**src/rtl/vtm_pkg.sv**
```systemverilog
package vtm_pkg;
    localparam int unsigned LINE_W_DEF      = 11;
    localparam int unsigned PER_W_DEF       = 13;
    localparam int unsigned SYNC_STAGES_DEF = 2;

    typedef struct packed {
        logic pend;
    } irq_st_t;
endpackage

```
**src/rtl/vtm_edge_sync.sv**
```systemverilog
module vtm_edge_sync #(
    parameter int unsigned STAGES = vtm_pkg::SYNC_STAGES_DEF
) (
    input  logic clk,
    input  logic rst_n,
    input  logic din,
    output logic rise_o
);
    localparam int unsigned W = STAGES + 1;

    typedef struct packed {
        logic [W-1:0] sh;
    } st_t;

    st_t st_d, st_q;

    always_comb begin
        st_d    = st_q;
        st_d.sh = {st_q.sh[W-2:0], din};
    end

    always_ff @(posedge clk) begin
        if (!rst_n) st_q <= '0;
        else        st_q <= st_d;
    end

    // last synchroniser stage high, edge-history stage still low
    assign rise_o = st_q.sh[W-2] & ~st_q.sh[W-1];
endmodule

```
**src/rtl/vtm_sat_counter.sv**
```systemverilog
module vtm_sat_counter #(
    parameter int unsigned W = 8
) (
    input  logic         clk,
    input  logic         rst_n,
    input  logic         restart,
    input  logic         inc,
    output logic [W-1:0] snap_o,
    output logic         snap_ovf_o
);
    localparam logic [W-1:0] MAXV = '1;

    typedef struct packed {
        logic [W-1:0] cnt;
        logic         ovf;
        logic [W-1:0] snap;
        logic         snap_ovf;
    } st_t;

    st_t st_d, st_q;

    always_comb begin
        st_d = st_q;
        if (restart) begin
            st_d.snap     = st_q.cnt;
            st_d.snap_ovf = st_q.ovf;
            st_d.cnt      = {{(W-1){1'b0}}, inc};
            st_d.ovf      = 1'b0;
        end else if (inc) begin
            if (st_q.cnt == MAXV) st_d.ovf = 1'b1;
            else                  st_d.cnt = st_q.cnt + 1'b1;
        end
    end

    always_ff @(posedge clk) begin
        if (!rst_n) st_q <= '0;
        else        st_q <= st_d;
    end

    assign snap_o     = st_q.snap;
    assign snap_ovf_o = st_q.snap_ovf;
endmodule

```
**src/rtl/vtm_irq.sv**
```systemverilog
module vtm_irq (
    input  logic clk,
    input  logic rst_n,
    input  logic set_i,
    input  logic ack_i,
    input  logic mask_i,
    output logic pend_o,
    output logic irq_o
);
    import vtm_pkg::*;

    irq_st_t st_d, st_q;

    always_comb begin
        st_d = st_q;
        if (set_i)      st_d.pend = 1'b1;
        else if (ack_i) st_d.pend = 1'b0;
    end

    always_ff @(posedge clk) begin
        if (!rst_n) st_q <= '0;
        else        st_q <= st_d;
    end

    assign pend_o = st_q.pend;
    assign irq_o  = st_q.pend & ~mask_i;
endmodule

```
**src/rtl/vid_sync_meas.sv**
```systemverilog
module vid_sync_meas #(
    parameter int unsigned LINE_W      = vtm_pkg::LINE_W_DEF,
    parameter int unsigned PER_W       = vtm_pkg::PER_W_DEF,
    parameter int unsigned SYNC_STAGES = vtm_pkg::SYNC_STAGES_DEF
) (
    input  logic              clk,
    input  logic              rst_n,
    input  logic              hsync_i,
    input  logic              vsync_i,
    input  logic              tick_i,
    input  logic              irq_en_i,
    input  logic              irq_mask_i,
    input  logic              irq_ack_i,
    output logic [LINE_W-1:0] line_cnt_o,
    output logic              line_ovf_o,
    output logic [PER_W-1:0]  period_cnt_o,
    output logic              period_ovf_o,
    output logic              irq_o
);
    logic hs_rise;
    logic vs_rise;
    logic irq_pend;

    vtm_edge_sync #(.STAGES(SYNC_STAGES)) u_hs_sync (
        .clk    (clk),
        .rst_n  (rst_n),
        .din    (hsync_i),
        .rise_o (hs_rise)
    );

    vtm_edge_sync #(.STAGES(SYNC_STAGES)) u_vs_sync (
        .clk    (clk),
        .rst_n  (rst_n),
        .din    (vsync_i),
        .rise_o (vs_rise)
    );

    vtm_sat_counter #(.W(LINE_W)) u_line_cnt (
        .clk        (clk),
        .rst_n      (rst_n),
        .restart    (vs_rise),
        .inc        (hs_rise),
        .snap_o     (line_cnt_o),
        .snap_ovf_o (line_ovf_o)
    );

    vtm_sat_counter #(.W(PER_W)) u_period_cnt (
        .clk        (clk),
        .rst_n      (rst_n),
        .restart    (vs_rise),
        .inc        (tick_i),
        .snap_o     (period_cnt_o),
        .snap_ovf_o (period_ovf_o)
    );

    vtm_irq u_irq (
        .clk    (clk),
        .rst_n  (rst_n),
        .set_i  (vs_rise & irq_en_i),
        .ack_i  (irq_ack_i),
        .mask_i (irq_mask_i),
        .pend_o (irq_pend),
        .irq_o  (irq_o)
    );
endmodule

```
**config.mk**
```make
export PLATFORM = sky130hd
export DESIGN_NAME = vid_sync_meas
export DESIGN_NICKNAME = d
export VERILOG_FILES = /design/src/rtl/vtm_pkg.sv /design/src/rtl/vtm_edge_sync.sv /design/src/rtl/vtm_sat_counter.sv /design/src/rtl/vtm_irq.sv /design/src/rtl/vid_sync_meas.sv
export SDC_FILE = /design/constraint.sdc
export NUM_CORES = 1
export LEC_CHECK = 0
export BUFFER_PORTS_ARGS = -buffer_cell sky130_fd_sc_hd__buf_2
export CAP_MARGIN = 20
export CORE_MARGIN = 3
export CORE_UTILIZATION = 30
export CTS_CLUSTER_DIAMETER = 80
export DETAILED_ROUTE_END_ITERATION = 8
export GPL_TIMING_DRIVEN = 0
export HOLD_SLACK_MARGIN = 0.05
export PLACE_DENSITY = 0.51
export REMOVE_ABC_BUFFERS = 1
export SYNTH_ARGS = -nofsm -noshare
export SYNTH_HDL_FRONTEND = slang
export SYNTH_SLANG_ARGS = --single-unit
```
**constraint.sdc**
```tcl
create_clock -name clk -period 1.6 [get_ports clk]
set_input_delay 0.08 -clock clk [delete_from_list [all_inputs] [get_ports clk]]
set_output_delay 0.08 -clock clk [all_outputs]
set_load 0.05 [all_outputs]
```
==> summary.txt <==
Outcome
  • Status: finished clean

Timing
  • Maximum clock frequency: between 600 and 700 MHz
  • Fin crit period: between 1.5 and 2 ns
  • Pins Over Slew Limit: 0
  • Setup_tns: 0 ns
  • Final hold slack: approximately 0.069 ns
  • Final-report hold violation count: 0
  • Final period utilization: a little over nine tenths
  • Worst slew pin tran: roughly 0.62 ns
  • RSZ-0062 raised after global routing: yes
  • Slew HR: roughly 59%
  • Setup Skew: 0.00671 ns
  • Final setup violation count: 0

Worst setup path
  • Crit. End Element: flip-flop
  • R2R cell count: 6
  • Reg2Reg Setup Slack: about 0.056 ns
  • Crit path kind: flip-flop to flip-flop
  • Reg2reg start: u_period_cnt.st_q[16]
  • CP Max Fanout: 7
  • CP delay by family, top: simple AND/OR/NAND/NOR gates
  • WP buf/inv: 1
  • Critical Path AT: between 1.5 and 2 ns
  • Max incr delay on CP: between 0.4 and 0.5 ns
  • CP max stage cell: or3_2
  • Worst setup SP type: flip-flop
  • R2r endpoint: u_period_cnt.st_q[17]
  • Critical-path cell list: ha_4 > nand4_1 > o41ai_4 > buf_4 > or3_2 > a21oi_2
  • Critical path required time: between 1.5 and 2 ns

Die
  • Core footprint: about 0.0084 mm²
  • Initial Utilization: a little under a third
  • Core Rows: 33
  • Die ar.: 0.00999 mm²
  • Die width: ~100 µm
  • Die Y: 99.9 µm
  • Ports: 35

Routing
  • Via density: roughly 4.7
  • DRC viols: 0
  • WL met3: ~230 µm
  • DRT Wirelength: about 5400 µm
  • Vias: about 2000
  • DR WL met2: 2150 µm
  • Wire per inst: roughly 12 µm
  • DRT antenna net count: 0
  • DR pass1 iterations: 4
  • Top sig layer: met4
  • M1 WL: between 2000 and 3000 µm
  • Initial DRC count: about 80

Global route
  • GRT Total Usage: between 10% and 20%
  • Vias in the first global route: 1940
  • Largest net degree at the start of global routing: 40
  • First-pass GRT wire length: 9340 µm
  • Initial antenna violation count: 0
  • Grt ovf: 0

Cells and area
  • Layout cell share with drive strength beyond 1: between 20% and 30%
  • Layout Nets: between 300 and 400
  • Diode count: 0
  • Multi-input gate area: around 0.0013 mm²
  • Fin util: a little under two fifths
  • Layout area overhead: 18.5%
  • Final cell count without fillers: around 440
  • Final Cell Area: roughly 0.0031 mm²
  • Register area: 0.00120 mm²
  • Fillcell total: slightly below 900

Min path
  • Hold Path Depth: 3
  • Worst hold path class: input pin to flip-flop
  • Hold Path End: u_period_cnt.st_q[15]
  • Hold path start: tick_i

Flow run
  • MaxCap Viol Count: 0

Synthesis
  • Number of synthesized flops with an enable pin: 0
  • Area of the mapped netlist: about 0.0026 mm²
  • #FFs+latches synth: slightly below 60
  • Library cells used by synthesis: 45
  • Sequential area share after synthesis: roughly 45%
  • Post-synth top flop: dfxtp_1
  • Async SR Flop Fraction: 0%
  • Mean area per synthesized cell: ~8.7 µm²
  • Syn Inst Count: 306
  • Top cells by area, synth: dfxtp_1 (45%), nand2_1 (9.1%), a21boi_0 (7.4%), buf_4 (7.1%), a21oi_1 (2.5%)
  • Area share of the largest cell type after synthesis: between 40% and 50%
  • Synth warnings: 0
  • Area leader, netlist: dfxtp_1

Placement
  • GPL Wtd Cong: around 0.78
  • Placed cell area: about 0.0027 mm²
  • IO Port Bufs: 34
  • Dpl cells: 409
  • Hpwl dp: 3600 µm

Clock network
  • CTS tree: built
  • Clock Tree Buf Depth: 2
  • Root buf cell: clkbuf_8
  • Clock-pin slew of the registers on the worst-case setup and hold paths: around 0.07 ns
  • Clock latency on the worst-skew pair: 0.34 ns
  • CTS Buf Count: 9
  • # clock sinks: slightly below 60
  • CTS H-tree lvls: 3

Power
  • Leak: roughly 1.2 nW
  • Power Density: between 900 and 1000 mW/mm²
  • Maximum vdd drop: between 0.3 and 0.4 mV
[cell type report]
class | count | share of cell area [%]
Clock buffer | 9 | 3.95
Clock inverter | 7 | 2.19
Inverter | 3 | 0.359
Multi-Input combinational cell | 206 | 41.7
Sequential cell | 59 | 38.1
Tap cell | 105 | 4.19
Timing Repair Buffer | 46 | 9.49
[worst max-delay path by stage]
stage / slack, ns / cells after the start / endpoint / startpoint
floorplan: -0.16 / 5 / u_period_cnt.st_q[17] / u_period_cnt.st_q[16]
global placement: -0.85 / 3 / u_period_cnt.snap_o[5] / u_vs_sync.st_q[1]
detailed placement: -0.52 / 5 / u_period_cnt.st_q[20] / u_period_cnt.st_q[15]
CTS: 0.01 / 5 / u_period_cnt.st_q[26] / u_vs_sync.st_q[2]
global route: -0.04 / 6 / u_period_cnt.st_q[22] / u_period_cnt.st_q[16]
finish: 0.06 / 6 / u_period_cnt.st_q[17] / u_period_cnt.st_q[16]
[tightest hold or removal path, stage by stage]
cell	delay, ns
buf_2	0.15
nand2_1	0.07
a31oi_1	0.07
[metal layers]
metal,up-vias,track usage (%)
met2,40,15.9
met5,-,0
met4,0,6.30
met1,922,16.4
li1,1084,-
met3,11,3.20
[cells by family (layout without fill, tap and decap cells)]
| group | Yosys count | count (layout) | share of synthesized area, % |
|---|---|---|---|
| and+or+nand+nor | 134 | 134 | 26.1 |
| adders and majority gates | 2 | 2 | 0.945 |
| buffers and inverters | 41 | 65 | 9.69 |
| DFF | 59 | 59 | 44.6 |
| AOI/OAI and AO/OA | 67 | 67 | 17.7 |
| xor gates and xnor gates | 3 | 3 | 0.993 |
[metrics by stage]
stage | setup WS [ns] | total power [mW]
after floorplan | -0.159 | 1.59
after CTS | 0.0109 | 3.00
final | 0.0559 | 2.96
after global routing | -0.0353 | 3.09
after detailed placement | -0.516 | 1.65
after global placement | -0.846 | 1.63
[what timing repair did]
action | in CTS | in global routing
hold endpoints to repair | 3 | 0
endpoints found under the setup margin | 26 | 16
pin swaps | 1 | 2
hold buffers | 4 | 0
setup buffers | 4 | 2
gates resized for setup | 11 | 18
[sequential cells by signal, summed over array words and instances, names as in the netlist]
name / count
u_line_cnt.snap_ovf_o: 1
u_vs_sync.st_q: 3
u_period_cnt.snap_ovf_o: 1
u_period_cnt.st_q: 14
u_line_cnt.snap_o: 11
u_hs_sync.st_q: 3
u_period_cnt.snap_o: 13
u_line_cnt.st_q: 12
u_irq.pend_o: 1
[placed cells by master, fill, tap and decap left out, types with 3 or more instances in the layout]
cell type / count
nand2_1: 63
dfxtp_1: 51
buf_2: 34
a21boi_0: 26
a21oi_1: 12
nor2_1: 9
clkbuf_8: 9
and2_1: 8
nand3_1: 7
o31ai_1: 6
o21ai_0: 6
buf_4: 6
dfxtp_2: 6
nand4_1: 5
and3_1: 5
or4_1: 4
nor3_1: 4
dlygate4sd3_1: 4
nor2b_1: 3
inv_1: 3
o21a_1: 3
a31oi_1: 3
nand3_2: 3
clkinv_2: 3
[cells in the mapped netlist (4+ instances only)]
cell type and n:
and2_1 9, clkbuf_1 9, nand4_1 5, nand2_1 64
or4_1 4, o31ai_1 6, buf_4 25, o21ai_0 6
nor2_1 9, and3_1 5, nor3_1 6, a21boi_0 26
nand3_1 9, nor2b_1 5, dfxtp_1 59, a21oi_1 13
[power by group]
part	switching (mW)	internal [mW]	total [mW]
logic	0.0831	0.0624	0.145
registers	0.0131	1.48	1.50
clock network	0.604	0.711	1.32
Note: power is estimated with default switching activity, not from simulation.
